### src/rtl/wb_line_buffer.sv
module wb_line_buffer #(
  parameter int ADDR_W     = 16,
  parameter int DATA_W     = 32,
  parameter int LINE_WORDS = 4,
  parameter int NBUF       = 4
) (
  input  logic                               clk,
  input  logic                               rst_n,
  input  logic                               bypass,
  input  logic                               req_valid,
  input  logic                               req_write,
  input  logic [ADDR_W-1:0]                  req_addr,
  input  logic [DATA_W-1:0]                  req_wdata,
  input  logic [DATA_W/8-1:0]                req_be,
  output logic                               req_ready,
  output logic [DATA_W-1:0]                  rsp_rdata,
  output logic                               mem_cmd_valid,
  input  logic                               mem_cmd_ready,
  output logic                               mem_cmd_write,
  output logic [ADDR_W-$clog2(LINE_WORDS)-$clog2(DATA_W/8)-1:0] mem_cmd_addr,
  output logic [DATA_W*LINE_WORDS-1:0]       mem_cmd_wdata,
  output logic [DATA_W*LINE_WORDS/8-1:0]     mem_cmd_be,
  input  logic                               mem_rsp_valid,
  input  logic [DATA_W*LINE_WORDS-1:0]       mem_rsp_data
);
  localparam int BYTES  = DATA_W / 8;
  localparam int BYTE_W = $clog2(BYTES);
  localparam int OFF_W  = $clog2(LINE_WORDS);
  localparam int TAG_W  = ADDR_W - OFF_W - BYTE_W;
  localparam int LINE_W = DATA_W * LINE_WORDS;
  localparam int LBYTES = LINE_W / 8;
  localparam int IDX_W  = (NBUF > 1) ? $clog2(NBUF) : 1;

  typedef enum logic [2:0] {
    S_IDLE, S_FLUSH, S_FLUSH_W, S_FILL, S_FILL_W, S_BYP, S_BYP_W, S_RESP
  } state_t;

  state_t            state_q;
  logic [LINE_W-1:0] line_q [NBUF];
  logic [TAG_W-1:0]  tag_q  [NBUF];
  logic [IDX_W-1:0]  age_q  [NBUF];
  logic [NBUF-1:0]   valid_q, dirty_q;
  logic [IDX_W-1:0]  vic_q;
  logic [DATA_W-1:0] rdata_q;
  logic              ready_q;

  logic [TAG_W-1:0]  req_tag;
  logic [OFF_W-1:0]  req_off;
  logic              hit, touch_en;
  logic [IDX_W-1:0]  hit_idx, victim, touch_idx;

  assign req_tag = req_addr[ADDR_W-1 -: TAG_W];
  assign req_off = req_addr[BYTE_W +: OFF_W];

  always_comb begin
    hit     = 1'b0;
    hit_idx = '0;
    victim  = '0;
    for (int i = 0; i < NBUF; i++) begin
      if (valid_q[i] && tag_q[i] == req_tag) begin
        hit     = 1'b1;
        hit_idx = IDX_W'(i);
      end
      if (age_q[i] == IDX_W'(NBUF - 1)) victim = IDX_W'(i);
    end
  end

  always_comb begin
    touch_en  = 1'b0;
    touch_idx = hit_idx;
    if (state_q == S_IDLE && req_valid && !bypass && hit) begin
      touch_en = 1'b1;
    end else if (state_q == S_FILL_W && mem_rsp_valid) begin
      touch_en  = 1'b1;
      touch_idx = vic_q;
    end
  end

  assign req_ready     = ready_q;
  assign rsp_rdata     = rdata_q;
  assign mem_cmd_valid = state_q == S_FLUSH || state_q == S_FILL || state_q == S_BYP;
  assign mem_cmd_write = state_q == S_FLUSH || (state_q == S_BYP && req_write);
  assign mem_cmd_addr  = (state_q == S_FLUSH) ? tag_q[vic_q] : req_tag;
  assign mem_cmd_wdata = (state_q == S_FLUSH) ? line_q[vic_q] : {LINE_WORDS{req_wdata}};
  assign mem_cmd_be    = (state_q == S_FLUSH) ? {LBYTES{1'b1}} :
                         (state_q == S_BYP && req_write) ?
                           (LBYTES'(req_be) << (int'(req_off) * BYTES)) : '0;

  always_ff @(posedge clk or negedge rst_n) begin
    if (!rst_n) begin
      for (int i = 0; i < NBUF; i++) age_q[i] <= IDX_W'(NBUF - 1 - i);
    end else if (touch_en) begin
      for (int i = 0; i < NBUF; i++) begin
        if (IDX_W'(i) == touch_idx) age_q[i] <= '0;
        else if (age_q[i] < age_q[touch_idx]) age_q[i] <= age_q[i] + 1'b1;
      end
    end
  end

  always_ff @(posedge clk or negedge rst_n) begin
    if (!rst_n) begin
      state_q <= S_IDLE;
      valid_q <= '0;
      dirty_q <= '0;
      vic_q   <= '0;
      rdata_q <= '0;
      ready_q <= 1'b0;
      for (int i = 0; i < NBUF; i++) begin
        line_q[i] <= '0;
        tag_q[i]  <= '0;
      end
    end else begin
      ready_q <= 1'b0;
      case (state_q)
        S_IDLE: if (req_valid) begin
          if (bypass) begin
            state_q <= S_BYP;
          end else if (hit) begin
            rdata_q <= line_q[hit_idx][int'(req_off)*DATA_W +: DATA_W];
            if (req_write) begin
              for (int b = 0; b < BYTES; b++)
                if (req_be[b])
                  line_q[hit_idx][int'(req_off)*DATA_W + b*8 +: 8] <= req_wdata[b*8 +: 8];
              dirty_q[hit_idx] <= 1'b1;
            end
            ready_q <= 1'b1;
            state_q <= S_RESP;
          end else begin
            vic_q   <= victim;
            state_q <= (valid_q[victim] && dirty_q[victim]) ? S_FLUSH : S_FILL;
          end
        end
        S_FLUSH:   if (mem_cmd_ready) state_q <= S_FLUSH_W;
        S_FLUSH_W: if (mem_rsp_valid) begin
          dirty_q[vic_q] <= 1'b0;
          valid_q[vic_q] <= 1'b0;
          state_q        <= S_FILL;
        end
        S_FILL:    if (mem_cmd_ready) state_q <= S_FILL_W;
        S_FILL_W:  if (mem_rsp_valid) begin
          line_q[vic_q]  <= mem_rsp_data;
          tag_q[vic_q]   <= req_tag;
          valid_q[vic_q] <= 1'b1;
          dirty_q[vic_q] <= 1'b0;
          state_q        <= S_IDLE;
        end
        S_BYP:     if (mem_cmd_ready) state_q <= S_BYP_W;
        S_BYP_W:   if (mem_rsp_valid) begin
          rdata_q <= mem_rsp_data[int'(req_off)*DATA_W +: DATA_W];
          ready_q <= 1'b1;
          state_q <= S_RESP;
        end
        default:   state_q <= S_IDLE;
      endcase
    end
  end
endmodule

### config.mk
export PLATFORM = sky130hd
export DESIGN_NAME = wb_line_buffer
export DESIGN_NICKNAME = d
export VERILOG_FILES = /design/src/rtl/wb_line_buffer.sv
export SDC_FILE = /design/constraint.sdc
export NUM_CORES = 2
export LEC_CHECK = 0
export BUFFER_PORTS_ARGS = -buffer_cell sky130_fd_sc_hd__buf_2
export CAP_MARGIN = 20
export CELL_PAD_IN_SITES_DETAIL_PLACEMENT = 0
export CELL_PAD_IN_SITES_GLOBAL_PLACEMENT = 2
export CORE_MARGIN = 1.5
export CORE_UTILIZATION = 35
export DETAILED_ROUTE_END_ITERATION = 8
export PLACE_DENSITY = 0.87
export SKIP_LAST_GASP = 1
export SLEW_MARGIN = 10
export SYNTH_ARGS = -nofsm -noshare
export SYNTH_HDL_FRONTEND = slang
export SYNTH_SLANG_ARGS = --single-unit
### constraint.sdc
create_clock -name clk -period 3.91 [get_ports clk]
set_input_delay 0.1955 -clock clk [delete_from_list [all_inputs] [get_ports clk]]
set_output_delay 0.1955 -clock clk [all_outputs]
set_load 0.01 [all_outputs]
==> flow_metrics.tcl <==
set metrics [dict create \
    outcome "completed" \
    finClkSkew_ns 0.0163 \
    antenna_left 0 \
    hold_violations 0 \
    topRoutingLayerUsed "met5" \
    tightest_slew_ns 1.02 \
    syn_to_final_growth_pct 20.6 \
    crit_path_end_kind "flip-flop" \
    vias 38900 \
    cp.arrival_ns 4.15 \
    synth_async_sr_flop_share_pct 100 \
    yosys_warnings 0 \
    ys_ff_latch 614 \
    gp_congestion 0.878 \
    finalCritPeriodShare_pct 92.2 \
    synth_cell_types 56 \
    drive_gt1_share_pct 29.2 \
    fill_cells 11200 \
    wl_met1_um 72000 \
    antenna_found_initial 13 \
    rows 123 \
    wl_met3_um 17200 \
    grt_pass1_vias 38600 \
    dr.pass1.iters 6 \
    numCtsBuffers 78 \
    leakagePower_nw 21.0 \
    maxSlewViolCount 0 \
    clock_latency_ns 0.66 \
    cts_max_level 3 \
    clockRootBuffer "clkbuf_16" \
    cp-start-kind "flip-flop" \
    dieWidth_um 341 \
    syn-cell-area_sq_mm 0.0400 \
    cellPowerDensity_mw_per_mm2 455 \
    ir_worst_vdd_mv 0.401 \
    track_usage_pct 30.6 \
    drv_cap 0 \
    finalSetupViolCount 0 \
    dpl_cell_area_sq_mm 0.0443 \
    core-area_sq_mm 0.113 \
    dp_slack_ns 0.349 \
    initial_core_util_pct 35.4 \
    cts_tree "done" \
    final_nets 5049 \
    clock-sinks 614 \
    crit_required_ns 4.45 \
    die_h_um 341 \
    hpwl_um 119000 \
    vias_per_cell 6.06 \
    first_iter_violations 4047 \
    clk_path_buf_depth 3 \
    synth_fp_nets 4630 \
    utilization_pct 42.7 \
    layout_commonest_cell "nand2_1" \
    drcViolationCount 0 \
    syn_inst 4434 \
    avgSynthCellArea_sq_um 9.03 \
    design_area_sq_mm 0.0483 \
    overflow 0 \
    path_class "flip-flop to flip-flop" \
    ys.flop_type "dfrtp_1" \
    setup_tns_ns 0 \
    total_power_mw 22.0 \
    ys_seq_area_share_pct 38.4 \
    clk_pin_slew_ns 0.06 \
    grt_pass1_wl_um 265000 \
    max_freq_mhz 277 \
    io_pins 378 \
    wl_per_cell_um 28.2 \
    relSlewSlack_pct 31.8 \
    mostFrequentLayoutCells "nand2_1 (1122), o21ai_0 (648), dfrtp_1 (608)" \
    totalWireLength_um 181000 \
    min_period_ns 3.61 \
    dieArea_sq_mm 0.116 \
    wl_met2_um 82800 \
    cts_resized 0 \
    synth_edf_count 0 \
    grt_max_degree 95 \
    fin_ws_ns 0.303 \
    port_buffers 375 \
    cp_max_fo 40 \
    min_path_type "input pin to flip-flop" \
    rsz0062_at_grt "no" \
]
-- per-layer routing --
metal	global-route usage, %	up-vias
li1	-	16800
met4	14.4	16
met5	0	-
met2	48.3	2227
met1	39.7	19400
met3	6.56	501
-- power by group --
part	total, mW	switching (mW)	internal, mW	leakage [nW]
Combinational	6.99	4.42	2.57	11.3
Clock	7.46	3.15	4.32	1.28
Sequential	7.52	0.573	6.95	8.44
-- cell usage after synthesis, types with 3 or more instances --
library cell | number | area share (%)
a211oi_1 | 106 | 2.0
a21oi_1 | 147 | 1.8
a221oi_1 | 66 | 1.4
a22o_1 | 9 | 0.20
a31o_2 | 4 | 0.088
a31oi_1 | 70 | 1.1
and2_1 | 5 | 0.078
and3_1 | 72 | 1.1
and4_1 | 3 | 0.066
buf_1 | 35 | 0.33
buf_2 | 38 | 0.48
buf_4 | 6 | 0.11
buf_6 | 3 | 0.084
clkbuf_1 | 263 | 2.5
dfrtp_1 | 610 | 38
dfstp_2 | 4 | 0.26
ha_1 | 9 | 0.28
inv_1 | 13 | 0.12
mux2_1 | 25 | 0.70
mux2_2 | 527 | 15
mux4_2 | 141 | 7.9
nand2_1 | 1135 | 11
nand3_1 | 73 | 0.91
nand3_2 | 7 | 0.18
nand3_4 | 9 | 0.39
nand4_1 | 13 | 0.20
nand4b_1 | 3 | 0.066
nor2_1 | 172 | 1.6
nor3_1 | 42 | 0.53
nor3b_1 | 4 | 0.075
nor4_1 | 5 | 0.078
nor4b_1 | 3 | 0.066
o211ai_1 | 3 | 0.056
o21a_1 | 15 | 0.28
o21ai_0 | 648 | 8.1
o21ai_2 | 32 | 0.70
o22a_1 | 33 | 0.72
or3_1 | 3 | 0.047
or4_1 | 5 | 0.094
xnor2_1 | 46 | 1.0
xor2_1 | 5 | 0.11
-- metrics by stage --
step / instances / hold WS, ns
floorplan: 4434 / -0.100
global placement: 6134 / 0.299
detailed placement: 6134 / 0.304
CTS: 6413 / 0.000217
global route: 6416 / 0.0183
finish: 6421 / 0.0283
-- final timing paths --
kind	cells past startpoint	slack, ns	to	from
max reg2reg	9	0.30	line_q[11]$_DFFE_PN0P_	tag_q[34]$_DFFE_PN0P_
max	9	0.30	line_q[11]$_DFFE_PN0P_	tag_q[34]$_DFFE_PN0P_
max in group asynchronous	3	2.62	line_q[312]$_DFFE_PN0P_	rst_n
min reg2reg	1	0.52	line_q[206]$_DFFE_PN0P_	line_q[206]$_DFFE_PN0P_
min	4	0.03	line_q[76]$_DFFE_PN0P_	mem_rsp_data[76]
min in group asynchronous	2	0.21	line_q[506]$_DFFE_PN0P_	rst_n
-- final cells by class --
cell class,count,area [sq um],share of cell area [%]
multi-input combinational,3461,23400,48.4
sequential,614,15400,31.9
timing repair buffer,684,4990,10.3
clock buffer,111,2270,4.69
tap,1500,1880,3.89
clock inverter,29,315,0.653
inverter,14,53.8,0.111
antenna,8,20.0,0.0415
-- worst max-delay path: stages, from the launching register on --
cell,delay [ns]
dfrtp_1,0.40
xor2_1,0.19
or3_1,0.39
or4_1,0.73
nand4_2,0.25
a32oi_1,0.16
nor2_4,0.18
buf_12,0.27
o21a_1,0.45
mux2_2,0.38
-- state kept, by name, indices dropped and copies added, names as in the netlist, named ones only --
| register | flops |
|---|---|
| rsp_rdata | 32 |
| state_q | 3 |
| dirty_q | 4 |
| line_q | 512 |
| age_q | 8 |
| vic_q | 2 |
| tag_q | 48 |
| req_ready | 1 |
-- cells by family after synthesis --
kind of cell	after synthesis	synth area share, %
flops	614	38.4
simple gates	1561	16.3
xor+xnor	51	1.12
compound gates	1147	16.8
buf+inv	359	3.60
mux	693	23.5
fa+ha+maj	9	0.281
-- what timing repair did --
item,4_1_cts,5_1_grt
hold buffers,139,0
setup endpoints to repair,0,0
buffers inserted,0,0
hold endpoints to repair,602,0
(Power assumes the default switching activity.)
